File: src/rtl/tdm_rx_pkg.sv
package tdm_rx_pkg;

    parameter int SAMP_W    = 24;
    parameter int SLOT_W    = 32;
    parameter int NLANE     = 3;
    parameter int NCH       = 12;
    parameter int MAX_SLOTS = 16;
    parameter int RJ_NARROW = 16;
    parameter int RJ_MID    = 20;

    localparam int POS_W   = $clog2(SLOT_W);
    localparam int CNT_W   = $clog2(MAX_SLOTS * SLOT_W) + 1;
    localparam int SLOT_IW = CNT_W - POS_W;
    localparam int LEN_W   = $clog2(SAMP_W) + 1;

    typedef enum logic [1:0] {
        DENS_512 = 2'd0,
        DENS_256 = 2'd1,
        DENS_128 = 2'd2
    } dens_e;

    typedef enum logic [2:0] {
        FMT_RJ16 = 3'd0,
        FMT_RJ20 = 3'd1,
        FMT_RJ24 = 3'd2,
        FMT_LJ24 = 3'd3,
        FMT_DL24 = 3'd4
    } fmt_e;

    typedef enum logic [1:0] {
        ST_IDLE = 2'd0,
        ST_RUN  = 2'd1,
        ST_SYNC = 2'd2
    } st_e;

    function automatic dens_e norm_dens(input logic [1:0] v);
        return (v == 2'd3) ? DENS_128 : dens_e'(v);
    endfunction

    function automatic fmt_e norm_fmt(input logic [2:0] v);
        return (v > 3'd4) ? FMT_LJ24 : fmt_e'(v);
    endfunction

    function automatic logic [CNT_W-1:0] frame_bits(input dens_e d);
        logic [CNT_W-1:0] full;
        full = CNT_W'(MAX_SLOTS * SLOT_W);
        case (d)
            DENS_512: return full;
            DENS_256: return full >> 1;
            default:  return full >> 2;
        endcase
    endfunction

    function automatic int lane_chans(input dens_e d, input int lane);
        case (d)
            DENS_512: return (lane == 0) ? NCH : 0;
            DENS_256: return (lane == 0) ? (NCH * 2) / 3 :
                             (lane == 1) ? NCH / 3 : 0;
            default:  return NCH / NLANE;
        endcase
    endfunction

    function automatic int lane_base(input dens_e d, input int lane);
        case (d)
            DENS_512: return 0;
            DENS_256: return (lane == 1) ? (NCH * 2) / 3 : 0;
            default:  return lane * (NCH / NLANE);
        endcase
    endfunction

    function automatic logic [POS_W-1:0] win_off(input fmt_e f);
        case (f)
            FMT_RJ16: return POS_W'(SLOT_W - RJ_NARROW);
            FMT_RJ20: return POS_W'(SLOT_W - RJ_MID);
            FMT_RJ24: return POS_W'(SLOT_W - SAMP_W);
            FMT_DL24: return POS_W'(1);
            default:  return '0;
        endcase
    endfunction

    function automatic logic [LEN_W-1:0] win_len(input fmt_e f);
        case (f)
            FMT_RJ16: return LEN_W'(RJ_NARROW);
            FMT_RJ20: return LEN_W'(RJ_MID);
            default:  return LEN_W'(SAMP_W);
        endcase
    endfunction

endpackage

File: src/rtl/tdm_lane_shift.sv
module tdm_lane_shift
    import tdm_rx_pkg::*;
(
    input  logic              clk,
    input  logic              rst_n,
    input  logic              en,
    input  logic [POS_W-1:0]  pos,
    input  logic              bit_in,
    input  logic [POS_W-1:0]  off,
    input  logic [LEN_W-1:0]  len,
    output logic              cap,
    output logic [SAMP_W-1:0] sample
);

    localparam int EW = LEN_W + 1;

    logic [SAMP_W-1:0] sh_q;
    logic [SAMP_W-1:0] sh_n;
    logic [EW-1:0]     pos_e;
    logic [EW-1:0]     off_e;
    logic              in_win;
    logic              sgn;

    always_comb begin
        pos_e  = EW'(pos);
        off_e  = EW'(off);
        in_win = en && (pos_e >= off_e) && ((pos_e - off_e) < EW'(len));
        if (!in_win)
            sh_n = sh_q;
        else if (pos == off)
            sh_n = SAMP_W'(bit_in);
        else
            sh_n = {sh_q[SAMP_W-2:0], bit_in};
    end

    always_comb begin
        sgn = sh_n[0];
        for (int i = 0; i < SAMP_W; i++)
            if (LEN_W'(i + 1) == len)
                sgn = sh_n[i];
        for (int i = 0; i < SAMP_W; i++)
            sample[i] = (LEN_W'(i) < len) ? sh_n[i] : sgn;
    end

    assign cap = en && (pos == POS_W'(SLOT_W - 1));

    always_ff @(posedge clk or negedge rst_n) begin
        if (!rst_n)
            sh_q <= '0;
        else
            sh_q <= sh_n;
    end

endmodule

File: src/rtl/tdm_frame_fsm.sv
module tdm_frame_fsm
    import tdm_rx_pkg::*;
(
    input  logic               clk,
    input  logic               rst_n,
    input  logic               fclk,
    input  logic [1:0]         dens_sel,
    input  logic [2:0]         fmt_sel,
    output logic               proc_en,
    output logic [POS_W-1:0]   pos,
    output logic [SLOT_IW-1:0] slot,
    output logic               last_bit,
    output logic               err_det,
    output dens_e              dens_act,
    output fmt_e               fmt_act
);

    st_e              st_q, st_n;
    logic [CNT_W-1:0] cnt_q, cnt_n;
    logic [CNT_W-1:0] idx;
    logic [CNT_W-1:0] flen;
    logic             fclk_q;
    logic             rise;
    dens_e            dens_q, dens_now;
    fmt_e             fmt_q, fmt_now;

    assign rise     = fclk && !fclk_q;
    assign dens_now = norm_dens(dens_sel);
    assign fmt_now  = norm_fmt(fmt_sel);
    assign dens_act = (st_q == ST_IDLE) ? dens_now : dens_q;
    assign fmt_act  = (st_q == ST_IDLE) ? fmt_now  : fmt_q;
    assign flen     = frame_bits(dens_act);

    // state register
    always_ff @(posedge clk or negedge rst_n) begin
        if (!rst_n) begin
            st_q   <= ST_IDLE;
            cnt_q  <= '0;
            fclk_q <= 1'b1;
            dens_q <= DENS_512;
            fmt_q  <= FMT_RJ16;
        end else begin
            st_q   <= st_n;
            cnt_q  <= cnt_n;
            fclk_q <= fclk;
            if (st_q == ST_IDLE) begin
                dens_q <= dens_now;
                fmt_q  <= fmt_now;
            end
        end
    end

    // next state
    always_comb begin
        st_n  = st_q;
        cnt_n = cnt_q;
        unique case (st_q)
            ST_IDLE: begin
                if (rise) begin            // start
                    st_n  = ST_RUN;
                    cnt_n = CNT_W'(1);
                end
            end
            ST_RUN: begin
                if (rise) begin            // early edge
                    st_n  = ST_IDLE;
                    cnt_n = '0;
                end else if (cnt_q == flen - CNT_W'(1)) begin  // frame end
                    st_n  = ST_SYNC;
                    cnt_n = '0;
                end else begin             // advance
                    cnt_n = cnt_q + CNT_W'(1);
                end
            end
            ST_SYNC: begin
                if (rise) begin            // chain
                    st_n  = ST_RUN;
                    cnt_n = CNT_W'(1);
                end else begin             // missing edge
                    st_n  = ST_IDLE;
                    cnt_n = '0;
                end
            end
            default: begin
                st_n  = ST_IDLE;
                cnt_n = '0;
            end
        endcase
    end

    // outputs
    always_comb begin
        idx      = (st_q == ST_RUN) ? cnt_q : '0;
        pos      = idx[POS_W-1:0];
        slot     = idx[CNT_W-1:POS_W];
        proc_en  = 1'b0;
        last_bit = 1'b0;
        err_det  = 1'b0;
        unique case (st_q)
            ST_IDLE: proc_en = rise;
            ST_RUN: begin
                proc_en  = !rise;
                last_bit = !rise && (cnt_q == flen - CNT_W'(1));
                err_det  = rise;
            end
            ST_SYNC: begin
                proc_en = rise;
                err_det = !rise;
            end
            default: ;
        endcase
    end

endmodule

File: src/rtl/tdm_rx.sv
module tdm_rx
    import tdm_rx_pkg::*;
(
    input  logic                    bck,
    input  logic                    rst_n,
    input  logic                    fclk,
    input  logic [NLANE-1:0]        sd_in,
    input  logic [1:0]              dens_sel,
    input  logic [2:0]              fmt_sel,
    output logic [NCH*SAMP_W-1:0]   ch_data,
    output logic                    frame_valid,
    output logic                    frame_err
);

    logic               proc_en;
    logic [POS_W-1:0]   pos;
    logic [SLOT_IW-1:0] slot;
    logic               last_bit;
    logic               err_det;
    dens_e              dens_act;
    fmt_e               fmt_act;

    logic [NLANE-1:0]   lane_cap;
    logic [SAMP_W-1:0]  lane_samp [NLANE];
    logic [SAMP_W-1:0]  ch_work_q [NCH];
    logic [SAMP_W-1:0]  ch_work_n [NCH];
    logic [SAMP_W-1:0]  ch_out_q  [NCH];
    logic               valid_q;
    logic               err_q;

    tdm_frame_fsm u_fsm (
        .clk      (bck),
        .rst_n    (rst_n),
        .fclk     (fclk),
        .dens_sel (dens_sel),
        .fmt_sel  (fmt_sel),
        .proc_en  (proc_en),
        .pos      (pos),
        .slot     (slot),
        .last_bit (last_bit),
        .err_det  (err_det),
        .dens_act (dens_act),
        .fmt_act  (fmt_act)
    );

    for (genvar l = 0; l < NLANE; l++) begin : g_lane
        tdm_lane_shift u_shift (
            .clk    (bck),
            .rst_n  (rst_n),
            .en     (proc_en),
            .pos    (pos),
            .bit_in (sd_in[l]),
            .off    (win_off(fmt_act)),
            .len    (win_len(fmt_act)),
            .cap    (lane_cap[l]),
            .sample (lane_samp[l])
        );
    end

    // route completed slots into the working store
    always_comb begin
        for (int c = 0; c < NCH; c++)
            ch_work_n[c] = ch_work_q[c];
        for (int l = 0; l < NLANE; l++) begin
            if (lane_cap[l] && (int'(slot) < lane_chans(dens_act, l))) begin
                for (int c = 0; c < NCH; c++)
                    if (c == lane_base(dens_act, l) + int'(slot))
                        ch_work_n[c] = lane_samp[l];
            end
        end
    end

    always_ff @(posedge bck or negedge rst_n) begin
        if (!rst_n) begin
            for (int c = 0; c < NCH; c++) begin
                ch_work_q[c] <= '0;
                ch_out_q[c]  <= '0;
            end
            valid_q <= 1'b0;
            err_q   <= 1'b0;
        end else begin
            for (int c = 0; c < NCH; c++) begin
                ch_work_q[c] <= ch_work_n[c];
                if (last_bit)
                    ch_out_q[c] <= ch_work_n[c];
            end
            valid_q <= last_bit;
            err_q   <= err_det;
        end
    end

    for (genvar c = 0; c < NCH; c++) begin : g_out
        assign ch_data[c*SAMP_W +: SAMP_W] = ch_out_q[c];
    end

    assign frame_valid = valid_q;
    assign frame_err   = err_q;

endmodule

File: config.mk
export PLATFORM = sky130hd
export DESIGN_NAME = tdm_rx
export DESIGN_NICKNAME = d
export VERILOG_FILES = /design/src/rtl/tdm_rx_pkg.sv /design/src/rtl/tdm_lane_shift.sv /design/src/rtl/tdm_frame_fsm.sv /design/src/rtl/tdm_rx.sv
export SDC_FILE = /design/constraint.sdc
export NUM_CORES = 1
export LEC_CHECK = 0
export BUFFER_PORTS_ARGS = -buffer_cell sky130_fd_sc_hd__buf_2
export CAP_MARGIN = 5
export CELL_PAD_IN_SITES_DETAIL_PLACEMENT = 0
export CELL_PAD_IN_SITES_GLOBAL_PLACEMENT = 1
export CORE_AREA = 2 2 302 304
export CTS_CLUSTER_DIAMETER = 60
export DETAILED_ROUTE_END_ITERATION = 12
export DIE_AREA = 0 0 304 306
export HOLD_SLACK_MARGIN = 0.05
export PLACE_DENSITY_LB_ADDON = 0.1
export SYNTH_ARGS = -nofsm -noshare
export SYNTH_HDL_FRONTEND = slang
export SYNTH_HIERARCHICAL = 1
export SYNTH_SLANG_ARGS = --single-unit
File: constraint.sdc
create_clock -name bck -period 5.58 [get_ports bck]
set_input_delay 0.279 -clock bck [delete_from_list [all_inputs] [get_ports bck]]
set_output_delay 0.279 -clock bck [all_outputs]
set_load 0.01 [all_outputs]
==> key figures <==
Drt
  – Metal2 WL: approximately 74,000 um
  – Final wirelength: roughly 160,000 um
  – DRT antenna net count: 0
  – Vias per cell: about 6.2
  – Routed wire per std cell: between 20 and 30 um
  – WL met1: about 67,000 um
  – Routed wl met3: 12,200 um
  – # DRC: 0
  – First-pass iteration count of the detailed router: 6
  – Initial drt markers: roughly 3,400
  – Top Layer Used: met4
  – Vias: 36,400

Power
  – Leak Pwr: around 22 nW
  – Comb pwr share: 29.4%
  – Sw power: 5.44 mW
  – Tot Pwr: around 15 mW
  – Switching power share of the total: a little over a third
  – PD cells: roughly 330 nW/um2
  – Sequential Power Share: 33.4%
  – Total internal power: roughly 9.8 mW
  – Worst vdd ir: ~0.28 mV
  – Clock Power Share: 37.1%

Floorplan
  – Cell Rows: 110
  – Initial Util: around 43%
  – Die X: about 300 um
  – Die ar.: about 93,000 um2
  – I/O Pins: 301
  – Die height: approximately 310 um
  – Core ar.: ~90,000 um2

Critical path
  – Crit path DAT: 6.08 ns
  – Worst endpoint required time: slightly above 6 ns
  – Worst setup SP type: flop
  – CP Max Fanout: 8
  – Critical path type: flop to flop
  – Crit. End Element: flop

Clocking
  – Reg clk slew, reported paths: 0.06 ns
  – CTS root buffer: clkbuf_16
  – Max Root-Sink Buffers: 3
  – TritonCTS Buffers: 83
  – H-tree depth: 3
  – CTS sink count: 668
  – Clk Latency, worst-skew pair: between 0.6 and 0.7 ns
  – CTS tree: built

GRT
  – First-pass GRT wire length: roughly 240,000 um
  – Largest net degree at the start of global routing: 140
  – GRT Residual Overflow: 0
  – GRT Overall Usage: 33.9%
  – Initial antenna violation count: 0
  – Number of global-route vias before repair: 35,500

Placement
  – DP HPWL: between 100,000 and 150,000 um
  – Port-buffer cells: 300
  – Worst setup slack after placement: -0.301 ns
  – GP Congestion: approximately 0.96

Final layout
  – Leading cell type in the layout, fill and taps excluded: dfrtp_1
  – Fillers: approximately 8,300
  – Most frequent cells in the layout: 667 x dfrtp_1, 369 x nor2_1, 347 x buf_4
  – Reg area: approximately 17,000 um2
  – Final net count: ~4,700
  – Layout cells sized above 1: ~25%
  – Multi-input gate area: about 20,000 um2
  – Synth-to-layout area growth: 21.6%

Hold path
  – Hold Path Class: input port to flop

STA
  – Slew @ Worst Pin: roughly 1.2 ns
  – RSZ-0062 raised after global routing: yes
  – Tmin final: approximately 5.5 ns
  – Fmax: 181 MHz
  – Worst slew margin: between 15 and 20%
  – Period utilization: approximately 99%
  – Final Max Slew Viols: 0
  – Endpoints failing setup: 0
  – Setup ws final: approximately 0.046 ns
  – Hold Vio Cnt, Final: 0
  – Clk_skew: approximately 0.019 ns

Synthesis
  – Avg Cell Area, Syn: 9.09 um2
  – Post-synth EDFFs: 0
  – Post-synth design cell area: 38,400 um2
  – Top_reg_cell synth: dfrtp_1
  – Yosys reg bits: about 670
  – Synth Instances: between 4,000 and 5,000
  – Ys async rst share: 100%
  – Post-synthesis sequential area ratio: between 40% and 50%
  – Synth cell types: 106
  – Yosys warns: 6

Flow run
  – Number of max-cap violations: 0

Status
  – Run status: finished, final reports clean
## Yosys cell counts, drive strengths merged (5+ instances only)
cell type	number	area (um2)
dfrtp	667	16700
nor2	378	1430
o21ai	369	1850
nand2	314	1180
clkbuf	289	1090
inv	233	875
a21oi	230	1180
a31oi	143	1020
mux2i	140	1430
nand2b	121	757
buf	113	711
nand3	112	566
and3	108	676
o221ai	103	902
o221a	100	1130
a32o	99	992
a211oi	83	628
o22ai	78	488
nor3	74	468
o22a	50	438
nor2b	47	294
nor4	38	438
mux2	32	424
or2	31	194
ha	28	350
and2	27	169
a311oi	24	273
nand4b	24	210
o21a	17	135
nand4	16	100
o31ai	14	115
o211ai	13	97.6
o31a	13	114
a21o	8	75.1
or3	8	55.1
a2111oi	5	63.8
nand3b	5	37.5
nor4b	5	88.8
or4	5	45.0
xor2	5	43.8
## layout make-up
type / instances / share of cell area (%)
Timing Repair Buffer: 691 / 10.2
Sequential cell: 668 / 35.8
Clock buffer: 114 / 5.11
Multi-Input combinational cell: 2963 / 42.8
Inverter: 236 / 1.90
Tap cell: 1176 / 3.15
Antenna cell: 2 / 0.0107
Clock inverter: 34 / 0.978
## through the flow
step	hold slack, ns	setup TNS [ns]	util [%]	instances	cell area, um2
3_5_place_dp	0.364	-8.78	47.9	5694	42900
5_1_grt	0.0885	-11.69	52.1	5882	46700
4_1_cts	0.0576	0	51.3	5855	46000
6_report	0.0804	0	52.1	5884	46700
3_3_place_gp	0.366	-5.41	47.8	5693	42900
2_1_floorplan	-0.0166	0	-	4269	38600
## per-layer routing
layer	track usage, %	vias up
li1	-	16300
met1	44.8	18300
met2	53.6	1545
met3	6.57	331
met4	16.0	0
met5	0	-
## critical path: stages (launching register included)
cell,delay [ns]
dfrtp_1,0.40
nor2_4,0.22
nand3_2,0.11
o21ai_2,0.08
nor3b_4,0.30
ha_2,0.24
inv_1,0.05
fa_2,0.33
a21o_1,0.17
a21oi_2,0.16
xnor2_1,0.09
ha_1,0.32
a21oi_2,0.12
o221a_2,0.24
o31ai_4,0.09
nor3_4,0.28
mux2i_2,0.34
a2111oi_2,0.11
a32oi_1,0.26
o31a_1,0.35
a21o_4,0.21
a21oi_4,0.08
buf_6,0.18
nor4_4,0.28
a31oi_2,0.06
mux2_1,0.32
## logic make-up (layout without fill, tap and decap cells)
group	after synthesis	in the layout	share of synthesized area (%)
buffers and inverters	638	1075	6.98
adder cells (fa/ha/maj)	32	32	1.12
multiplexers	173	173	4.88
flip-flops	668	668	43.5
AND/OR/NAND/NOR	1327	1327	17.8
AO/OA/AOI/OAI	1378	1378	25.5
XOR/XNOR	8	8	0.182
other	2	47	0.0196
## power by group through the flow
stage / combinational, mW / clock (mW) / sequential [mW]
after floorplan: 1.97 / 0 / 5.15
after global placement: 4.06 / 0 / 5.19
after detailed placement: 4.05 / 0 / 5.19
after CTS: 4.11 / 5.75 / 5.10
after global routing: 4.72 / 5.95 / 5.13
final: 4.50 / 5.67 / 5.11
## repair_timing
| action | CTS | global route |
|---|---|---|
| buffers inserted | 5 | 26 |
| resized for setup | 18 | 115 |
| hold endpoints to repair | 89 | 0 |
| pin swaps | 3 | 68 |
| gates cloned | 0 | 1 |
| hold buffers | 8 | 0 |
| endpoints found under the setup margin | 87 | 275 |
## registers in the layout, summed over array words and instances (netlist names)
register and cells:
ch_data 288, ch_work_q 288, frame_err 1, frame_valid 1
g_lane.u_shift/sh_q 72, u_fsm/cnt_q 10, u_fsm/dens_q 2, u_fsm/fclk_q 1
u_fsm/fmt_q 3, u_fsm/st_q 2
## path summary, 6_finish.rpt
path / startpoint / to / slack [ns] / depth (start not counted)
setup / recovery: u_fsm/st_q[0] / ch_data[95] / 0.05 / 25
max in group asynchronous: rst_n / ch_data[61] / 3.93 / 3
hold reg to reg: g_lane[0].u_shift/sh_q[23] / g_lane[0].u_shift/sh_q[23] / 0.47 / 2
hold / removal: fmt_sel[1] / u_fsm/fmt_q[2] / 0.08 / 5
setup reg to reg: u_fsm/st_q[0] / ch_data[95] / 0.05 / 25
min in group asynchronous: rst_n / frame_err / 0.23 / 2
Power figures use the tool's default switching activity.
